--- config.mk ---
export PLATFORM = sky130hd
export DESIGN_NAME = hint_ingress_dispatch
export DESIGN_NICKNAME = d
export VERILOG_FILES = /design/src/rtl/hid_pkg.sv /design/src/rtl/hid_store_decode.sv /design/src/rtl/hid_arbiter.sv /design/src/rtl/hid_out_stage.sv /design/src/rtl/hid_err_counter.sv /design/src/rtl/hint_ingress_dispatch.sv
export SDC_FILE = /design/constraint.sdc
export NUM_CORES = 1
export LEC_CHECK = 0
export BUFFER_PORTS_ARGS = -buffer_cell sky130_fd_sc_hd__buf_4
export CAP_MARGIN = 15
export CORE_AREA = 4 4 102 104
export CTS_CLUSTER_SIZE = 28
export DETAILED_ROUTE_END_ITERATION = 6
export DIE_AREA = 0 0 106 108
export GPL_ROUTABILITY_DRIVEN = 0
export GPL_TIMING_DRIVEN = 0
export HOLD_SLACK_MARGIN = 0.02
export PLACE_DENSITY = 0.77
export SLEW_MARGIN = 20
export SYNTH_ARGS = -nofsm -noshare
export SYNTH_HDL_FRONTEND = slang
export SYNTH_SLANG_ARGS = --single-unit
--- constraint.sdc ---
create_clock -name clk -period 2.1 [get_ports clk]
set_input_delay 0 -clock clk [delete_from_list [all_inputs] [get_ports clk]]
set_output_delay 0 -clock clk [all_outputs]
set_load 0.03 [all_outputs]
--- src/rtl/hid_pkg.sv ---
package hid_pkg;

    typedef enum logic {
        EV_HINT = 1'b0,
        EV_RESP = 1'b1
    } ev_kind_t;

    typedef enum logic {
        OUT_EMPTY = 1'b0,
        OUT_FULL  = 1'b1
    } out_state_t;

endpackage

--- src/rtl/hid_store_decode.sv ---
module hid_store_decode #(
    parameter int unsigned ADDR_W = 48,
    parameter int unsigned SEL_W  = 4,
    parameter int unsigned N      = 12,
    parameter logic [ADDR_W-1:0] PAGE_BASE = 48'h0000_7fff_3000
) (
    input  logic [ADDR_W-1:0] addr,
    input  logic              uncached,
    output logic              is_hint,
    output logic              is_bad,
    output logic [SEL_W-1:0]  sel
);
    localparam int unsigned PAGE_LSB = 12;
    localparam int unsigned SEL_LSB  = 3;
    localparam int unsigned HI_LSB   = SEL_LSB + SEL_W;
    localparam int unsigned HI_W     = PAGE_LSB - HI_LSB;

    logic in_page;
    logic aligned;
    logic hi_clear;
    logic sel_ok;

    generate
        if (HI_W > 0) begin : g_hi
            assign hi_clear = (addr[PAGE_LSB-1:HI_LSB] == '0);
        end else begin : g_nohi
            assign hi_clear = 1'b1;
        end
    endgenerate

    assign sel      = addr[HI_LSB-1:SEL_LSB];
    assign in_page  = uncached && (addr[ADDR_W-1:PAGE_LSB] == PAGE_BASE[ADDR_W-1:PAGE_LSB]);
    assign aligned  = (addr[SEL_LSB-1:0] == '0);
    assign sel_ok   = (32'(sel) < N);
    assign is_hint  = in_page && aligned && hi_clear && sel_ok;
    assign is_bad   = in_page && !(aligned && hi_clear && sel_ok);

endmodule

--- src/rtl/hid_arbiter.sv ---
module hid_arbiter
    import hid_pkg::*;
#(
    parameter int unsigned SEL_W = 4
) (
    input  logic             stall,
    input  logic             st_valid,
    input  logic             st_hint,
    input  logic             st_bad,
    input  logic [SEL_W-1:0] st_sel,
    input  logic [63:0]      st_data,
    input  logic             rsp_valid,
    input  logic [SEL_W-1:0] rsp_sel,
    input  logic [63:0]      rsp_data,
    output logic             st_ready,
    output logic             rsp_ready,
    output logic             load,
    output ev_kind_t         load_kind,
    output logic [SEL_W-1:0] load_sel,
    output logic [63:0]      load_data,
    output logic             err_inc
);
    logic take_rsp;
    logic take_st;

    always_comb begin
        rsp_ready = !stall;
        st_ready  = !stall && !rsp_valid;
        take_rsp  = rsp_valid && !stall;
        take_st   = st_valid && st_ready && st_hint;
        load      = take_rsp || take_st;
        err_inc   = st_valid && st_ready && st_bad;
        if (take_rsp) begin
            load_kind = EV_RESP;
            load_sel  = rsp_sel;
            load_data = rsp_data;
        end else begin
            load_kind = EV_HINT;
            load_sel  = st_sel;
            load_data = st_data;
        end
    end

endmodule

--- src/rtl/hid_out_stage.sv ---
module hid_out_stage
    import hid_pkg::*;
#(
    parameter int unsigned SEL_W = 4
) (
    input  logic             clk,
    input  logic             rst_n,
    input  logic             load,
    input  ev_kind_t         load_kind,
    input  logic [SEL_W-1:0] load_sel,
    input  logic [63:0]      load_data,
    input  logic             ev_ready,
    output logic             ev_valid,
    output logic             stall,
    output logic             ev_type,
    output logic [SEL_W-1:0] ev_handler,
    output logic [63:0]      ev_payload
);
    out_state_t state_q;
    out_state_t state_d;
    ev_kind_t   kind_q;
    logic [SEL_W-1:0] sel_q;
    logic [63:0]      data_q;

    always_ff @(posedge clk) begin
        if (!rst_n) begin
            state_q <= OUT_EMPTY;
        end else begin
            state_q <= state_d;
        end
    end

    always_ff @(posedge clk) begin
        if (!rst_n) begin
            kind_q <= EV_HINT;
            sel_q  <= '0;
            data_q <= '0;
        end else if (load) begin
            kind_q <= load_kind;
            sel_q  <= load_sel;
            data_q <= load_data;
        end
    end

    always_comb begin
        state_d = state_q;
        unique case (state_q)
            OUT_EMPTY: state_d = load ? OUT_FULL : OUT_EMPTY;
            OUT_FULL: begin
                if (ev_ready) begin
                    state_d = load ? OUT_FULL : OUT_EMPTY;
                end else begin
                    state_d = OUT_FULL;
                end
            end
            default: state_d = OUT_EMPTY;
        endcase
    end

    always_comb begin
        ev_valid   = (state_q == OUT_FULL);
        stall      = (state_q == OUT_FULL) && !ev_ready;
        ev_type    = kind_q;
        ev_handler = sel_q;
        ev_payload = data_q;
    end

endmodule

--- src/rtl/hid_err_counter.sv ---
module hid_err_counter #(
    parameter int unsigned CNT_W = 8
) (
    input  logic             clk,
    input  logic             rst_n,
    input  logic             inc,
    output logic [CNT_W-1:0] count
);
    localparam logic [CNT_W-1:0] CNT_MAX = '1;

    always_ff @(posedge clk) begin
        if (!rst_n) begin
            count <= '0;
        end else if (inc && (count != CNT_MAX)) begin
            count <= count + 1'b1;
        end
    end

endmodule

--- src/rtl/hint_ingress_dispatch.sv ---
module hint_ingress_dispatch
    import hid_pkg::*;
#(
    parameter int unsigned ADDR_W = 48,
    parameter int unsigned SEL_W  = 4,
    parameter int unsigned N      = 12,
    parameter int unsigned CNT_W  = 8,
    parameter logic [ADDR_W-1:0] PAGE_BASE = 48'h0000_7fff_3000
) (
    input  logic              clk,
    input  logic              rst_n,
    input  logic              st_valid,
    output logic              st_ready,
    input  logic [ADDR_W-1:0] st_addr,
    input  logic [63:0]       st_data,
    input  logic              st_uncached,
    input  logic              rsp_valid,
    output logic              rsp_ready,
    input  logic [SEL_W-1:0]  rsp_handler,
    input  logic [63:0]       rsp_data,
    output logic              ev_valid,
    input  logic              ev_ready,
    output logic              ev_type,
    output logic [SEL_W-1:0]  ev_handler,
    output logic [63:0]       ev_payload,
    output logic [CNT_W-1:0]  err_count
);
    logic             st_hint;
    logic             st_bad;
    logic [SEL_W-1:0] st_sel;
    logic             stall;
    logic             load;
    ev_kind_t         load_kind;
    logic [SEL_W-1:0] load_sel;
    logic [63:0]      load_data;
    logic             err_inc;

    hid_store_decode #(
        .ADDR_W(ADDR_W), .SEL_W(SEL_W), .N(N), .PAGE_BASE(PAGE_BASE)
    ) u_decode (
        .addr(st_addr), .uncached(st_uncached),
        .is_hint(st_hint), .is_bad(st_bad), .sel(st_sel)
    );

    hid_arbiter #(.SEL_W(SEL_W)) u_arb (
        .stall(stall), .st_valid(st_valid), .st_hint(st_hint), .st_bad(st_bad),
        .st_sel(st_sel), .st_data(st_data), .rsp_valid(rsp_valid),
        .rsp_sel(rsp_handler), .rsp_data(rsp_data), .st_ready(st_ready),
        .rsp_ready(rsp_ready), .load(load), .load_kind(load_kind),
        .load_sel(load_sel), .load_data(load_data), .err_inc(err_inc)
    );

    hid_out_stage #(.SEL_W(SEL_W)) u_out (
        .clk(clk), .rst_n(rst_n), .load(load), .load_kind(load_kind),
        .load_sel(load_sel), .load_data(load_data), .ev_ready(ev_ready),
        .ev_valid(ev_valid), .stall(stall), .ev_type(ev_type),
        .ev_handler(ev_handler), .ev_payload(ev_payload)
    );

    hid_err_counter #(.CNT_W(CNT_W)) u_err (
        .clk(clk), .rst_n(rst_n), .inc(err_inc), .count(err_count)
    );

endmodule

Word level (Yosys, flattened, before mapping)
Cells that the tools add are included.
Widths: inputs -> output; s select.
{"block": "totals", "in_bits": 186, "ff_bits": 78, "latch_bits": 0, "romBits": 0, "word_cells": 37, "ram_bits": 0, "mem_count": 0}
{"block": "op_classes", "n_bitwise": 1, "n_reduce_logical": 21, "eq_ne": 2, "div": 0, "addsub": 1, "multipliers": 0, "muxes": 6, "order_cmp": 1, "shifts": 0}
{"op": "$mux 64", "n": 1}
{"op": "$eq 36x19->1 const B", "n": 1}
{"op": "$logic_and 1x1->1", "n": 14}
{"op": "$add 8x1->8 const B", "n": 1}
{"op": "$ne 8x8->1 const B", "n": 1}
{"op": "$logic_not 5->1", "n": 1}
{"op": "$logic_not 1->1", "n": 4}
{"op": "$lt 4x4->1 const B", "n": 1}
{"op": "$mux 4", "n": 1}
{"op": "$logic_not 3->1", "n": 1}
{"op": "$mux 1", "n": 3}
{"op": "$pmux 1 s2", "n": 1}
{"op": "$logic_or 1x1->1", "n": 1}
{"op": "$not 1->1", "n": 1}

Longest topological paths before layout
{"block": "logic_depth", "depth_word": 10, "ltp_mapped": 7, "ltp_nobuf": 5}

Modules after synthesis
From an unflattened synthesis, not the netlist that was laid out.
{"block": "unflattened", "hier_cells": 376, "hier_area_um2": 4181.5}
{"mod": "hid_out_stage", "cells_each": 225, "seq_area_each_um2": 1401.3, "instances": 1, "area_per_inst_um2": 2680.1}
{"mod": "hid_arbiter", "cells_each": 82, "seq_area_each_um2": 0.0, "instances": 1, "area_per_inst_um2": 903.4}
{"mod": "hid_err_counter", "cells_each": 47, "seq_area_each_um2": 160.2, "instances": 1, "area_per_inst_um2": 404.1}
{"mod": "hid_store_decode", "cells_each": 22, "seq_area_each_um2": 0.0, "instances": 1, "area_per_inst_um2": 193.9}

Worst setup path before layout
Ideal clock, no wire load.
{"block": "synth_timing", "path_kind": "reg-to-reg", "startpoint": "register u_out.state_q (netlist: u_out.ev_valid)", "endpoint": "register u_out.data_q[27] (netlist: u_out.ev_payload[27])", "arrival_ns": 1.822, "synth_period_minus_slack_ns": 1.891, "path_slack_ns": 0.209, "t_required_ns": 2.030, "path_stages_with_launch": 8, "setup_ns": 0.070, "path_cell_list": "dfxtp_1 nor2b_1 inv_2 nand2_1 clkbuf_1 clkbuf_1 o21ai_0 a21oi_1"}
{"block": "synth_between", "elab_chain_len": 6}
{"element": "start: declaration", "line": "hid_out_stage.sv:19", "rtl": "out_state_t state_q;"}
{"element": "start signal: assignment", "line": "hid_out_stage.sv:29", "rtl": "state_q <= state_d;"}
{"element": "$logic_and 1x1->1 (*)", "line": "hid_out_stage.sv:62", "rtl": "stall = (state_q == OUT_FULL) && !ev_ready;"}
{"element": "$logic_not 1->1 (*)"}
{"element": "named net rsp_ready", "line": "hint_ingress_dispatch.sv:18", "rtl": "output logic rsp_ready,"}
{"element": "$logic_and 1x1->1", "line": "hid_arbiter.sv:28", "rtl": "st_ready = !stall && !rsp_valid;"}
{"element": "$logic_and 1x1->1 (2 in a row)", "line": "hid_arbiter.sv:30", "rtl": "take_st = st_valid && st_ready && st_hint;"}
{"element": "$logic_or 1x1->1", "line": "hid_arbiter.sv:31", "rtl": "load = take_rsp || take_st;"}
{"element": "end signal: assignment", "line": "hid_out_stage.sv:41", "rtl": "data_q <= load_data;"}
{"element": "end: declaration", "line": "hid_out_stage.sv:23", "rtl": "logic [63:0] data_q;"}
The timed path passes the listed nets; every way through them passes the cells marked *.
A chain may end at the register's enable or synchronous reset.

Final worst setup path
{"block": "layout_timing", "startpoint": "register u_out.state_q (netlist: u_out.ev_valid)", "endpoint": "register u_out.data_q[8] (netlist: u_out.ev_payload[8])"}
{"block": "layout_between", "elab_chain_len": 6}
{"element": "$logic_and 1x1->1 (*)", "line": "hid_out_stage.sv:62"}
{"element": "$logic_not 1->1 (*)", "line": "hid_arbiter.sv:28, hid_arbiter.sv:29"}
{"element": "$logic_and 1x1->1", "line": "hid_arbiter.sv:28"}
{"element": "$logic_and 1x1->1 (2 in a row)", "line": "hid_arbiter.sv:30"}
{"element": "$logic_or 1x1->1", "line": "hid_arbiter.sv:31"}
Every way passes the cells marked *; elsewhere a longest branch is shown, timed or not.

==> flow_metrics.env <==
export IMPL_die_area_um2=11400
export IMPL_netlist_instances=377
export IMPL_nets=977
export IMPL_grt_pass1_vias=5209
export IMPL_num_rows=36
export IMPL_cts_buffers_inserted=9
export IMPL_cp_start_kind="flip-flop"
export IMPL_synth_nets=564
export IMPL_dr_pass1_iters=5
export IMPL_overflow=0
export IMPL_grt_pass1_wl_mm=26.7
export IMPL_layout_common_cells="buf_4, dlygate4sd3_1, dfxtp_1"
export IMPL_final_common_cell="buf_4"
export IMPL_drc_errors=0
export IMPL_maxSlewViolCount=0
export IMPL_final_period_utilization=0.942
export IMPL_finalInstanceArea_um2=7250
export IMPL_synth_mux_area_frac=0.194
export IMPL_fin_util=0.759
export IMPL_relSlewSlack=0.663
export IMPL_fp_dieW_um=106
export IMPL_grt_util_all_layers=0.300
export IMPL_synth_adder_area_share=0.00356
export IMPL_clock_sinks=78
export IMPL_setup_viol=0
export IMPL_path_class="reg2reg"
export IMPL_cp_end_kind="flip-flop"
export IMPL_start_util=0.368
export IMPL_die_h_um=108
export IMPL_postSynthAreaPerCell_um2=9.32
export IMPL_ys_async_sr_fraction=0
export IMPL_synth_area_um2=3510
export IMPL_place_inst=774
export IMPL_synthXorXnorAreaFrac=0
export IMPL_ant_nets=0
export IMPL_h_tree_depth=3
export IMPL_synth_compound_area_share=0.228
export IMPL_total_power_mw=3.90
export IMPL_antenna_found_initial=3
export IMPL_wl_mm=17.8
export IMPL_placed_cell_area_um2=5660
export IMPL_yosysUniqueCellTypes=32
export IMPL_reg2reg_from="u_out.ev_valid$_SDFF_PN0_"
export IMPL_synth_seq_area_share=0.444
export IMPL_hp_start="rst_n"
export IMPL_cp_arrival_ns=2.18
export IMPL_hold_viol=0
export IMPL_synthFlopType="dfxtp_1"
export IMPL_root_buffer="clkbuf_8"
export IMPL_ys_ff_latch=78
export IMPL_status="completed"
export IMPL_synthSimpleGateAreaFrac=0.0876
export IMPL_cts_path_max_buffers=2
export IMPL_pre_cts_ws_ns=-0.0308
export IMPL_tritoncts="built"
export IMPL_p_leak_nw=3.66
export IMPL_fin_ws_ns=0.122
export IMPL_grt_start_max_net_pins=13
export IMPL_io_buffers=264
export IMPL_timing_max_cap_violations=0
export IMPL_drtIter0Drc=163
export IMPL_clk_pin_slew_ns=0.08
export IMPL_boundaryPins=266
export IMPL_layout_area_overhead_vs_synth_pct=106
export IMPL_hold_class="in2reg"
export IMPL_worst_ep_required_time_ns=2.31
export IMPL_dr_total_vias=4885
export IMPL_vdd_ir_drop_max_v=0.000370
export IMPL_rsz0062_at_grt="no"
export IMPL_synth_top_family_by_area="compound AO/OA/AOI/OAI gates"
export IMPL_power_density_nw_per_um2=538
export IMPL_cp_max_fo=10
export IMPL_coreArea_um2=9550
export IMPL_insertion_delay_ns=0.35
export IMPL_place_hpwl_mm=10.6
export IMPL_crit_start="u_out.ev_valid$_SDFF_PN0_"
export IMPL_yosysWarnings=0
export IMPL_layout_min_cycle_time_ns=1.98
export IMPL_final_cells=931
export IMPL_synth_edff_count=0
export IMPL_via_per_inst=5.25
export IMPL_skew_ns=0.00672
export IMPL_worst_pin_slew_ns=0.506
export IMPL_routedWlPerCell_um=19.1
export IMPL_drive_above_1_share=0.376
export IMPL_clock_fmax_mhz=506
[worst paths after layout]
kind                                                          to  slack, ns  depth (start not counted)
worst min-delay path                 u_err.count[1]$_SDFFE_PN0P_       0.04                          2
worst max-delay path            u_out.ev_payload[8]$_SDFFE_PN0P_       0.12                          6
worst min register to register        u_out.ev_type$_SDFFE_PN0P_       0.47                          2
worst max register to register  u_out.ev_payload[8]$_SDFFE_PN0P_       0.12                          6
[cells in the mapped netlist (2+ instances only)]
master | instances | area share
dfxtp_1 | 78 | 0.44
a21oi_1 | 77 | 0.11
mux2i_1 | 68 | 0.19
o21ai_0 | 68 | 0.097
clkbuf_1 | 24 | 0.026
or4_1 | 8 | 0.017
buf_2 | 7 | 0.010
o31ai_1 | 6 | 0.013
nand2_1 | 5 | 0.0053
nand4_1 | 4 | 0.0071
inv_1 | 3 | 0.0032
nand3_1 | 3 | 0.0043
nor4_4 | 3 | 0.018
and3_1 | 2 | 0.0036
nand4b_1 | 2 | 0.0050
nor4_1 | 2 | 0.0036
o21a_1 | 2 | 0.0043
[flip-flops by register name, summed over array words and instances (netlist names)]
name	count
u_out.ev_payload	64
u_out.ev_valid	1
u_out.ev_type	1
u_err.count	8
u_out.ev_handler	4
[layout make-up]
type | count | area (µm²)
diodes | 3 | 7.51
plain buffers | 31 | 138
clock buffers | 13 | 169
clock inverters | 3 | 17.5
fillers | 605 | 2300
inverters | 4 | 15.0
multi-input cells | 263 | 1800
flip-flops and latches | 78 | 1560
well taps | 133 | 166
repair buffers | 403 | 3370
[metrics by stage]
step	setup TNS, ns	hold WS (ns)
after CTS	0	0.0317
after detailed placement	-0.121	0.289
final	0	0.0378
after global routing	0	0.0437
after floorplan	0	0.119
after global placement	0	0.280
[per-layer routing]
layer | track usage | up-vias | wire length [µm]
met4 | 0.198 | 0 | 1080
li1 | - | 2232 | -
met1 | 0.300 | 2263 | 6200
met3 | 0.0800 | 89 | 1330
met2 | 0.547 | 301 | 9180
met5 | 0 | - | 0
[worst max-delay path, stage by stage, from the launching register on]
cell and delay [ns]:
dfxtp_1 0.33, nor2b_1 0.33, inv_2 0.06, nand2_1 0.10, clkbuf_1 0.41, clkbuf_1 0.43, a21oi_1 0.15
[logic make-up (layout without fill, tap and decap cells)]
| kind of cell | Yosys count | after routing |
|---|---|---|
| AOI/OAI and AO/OA | 155 | 155 |
| buffers and inverters | 36 | 454 |
| DFF | 78 | 78 |
| muxes | 68 | 68 |
| adders and majority gates | 1 | 1 |
| and+or+nand+nor | 39 | 39 |
| other | 0 | 3 |
[report_power, final]
group | switching, mW | internal [mW]
sequential | 0.0615 | 1.58
combinational | 0.555 | 0.606
clock | 0.569 | 0.524
[repair_timing]
action | 4_1_cts | 5_1_grt
setup buffers | 1 | 0
resized for setup | 1 | 6
pin swaps | 1 | 0
endpoints found under the hold margin | 69 | 0
hold buffers | 138 | 0
endpoints found under the setup margin | 35 | 68
Note: power is estimated with default switching activity, not from simulation.
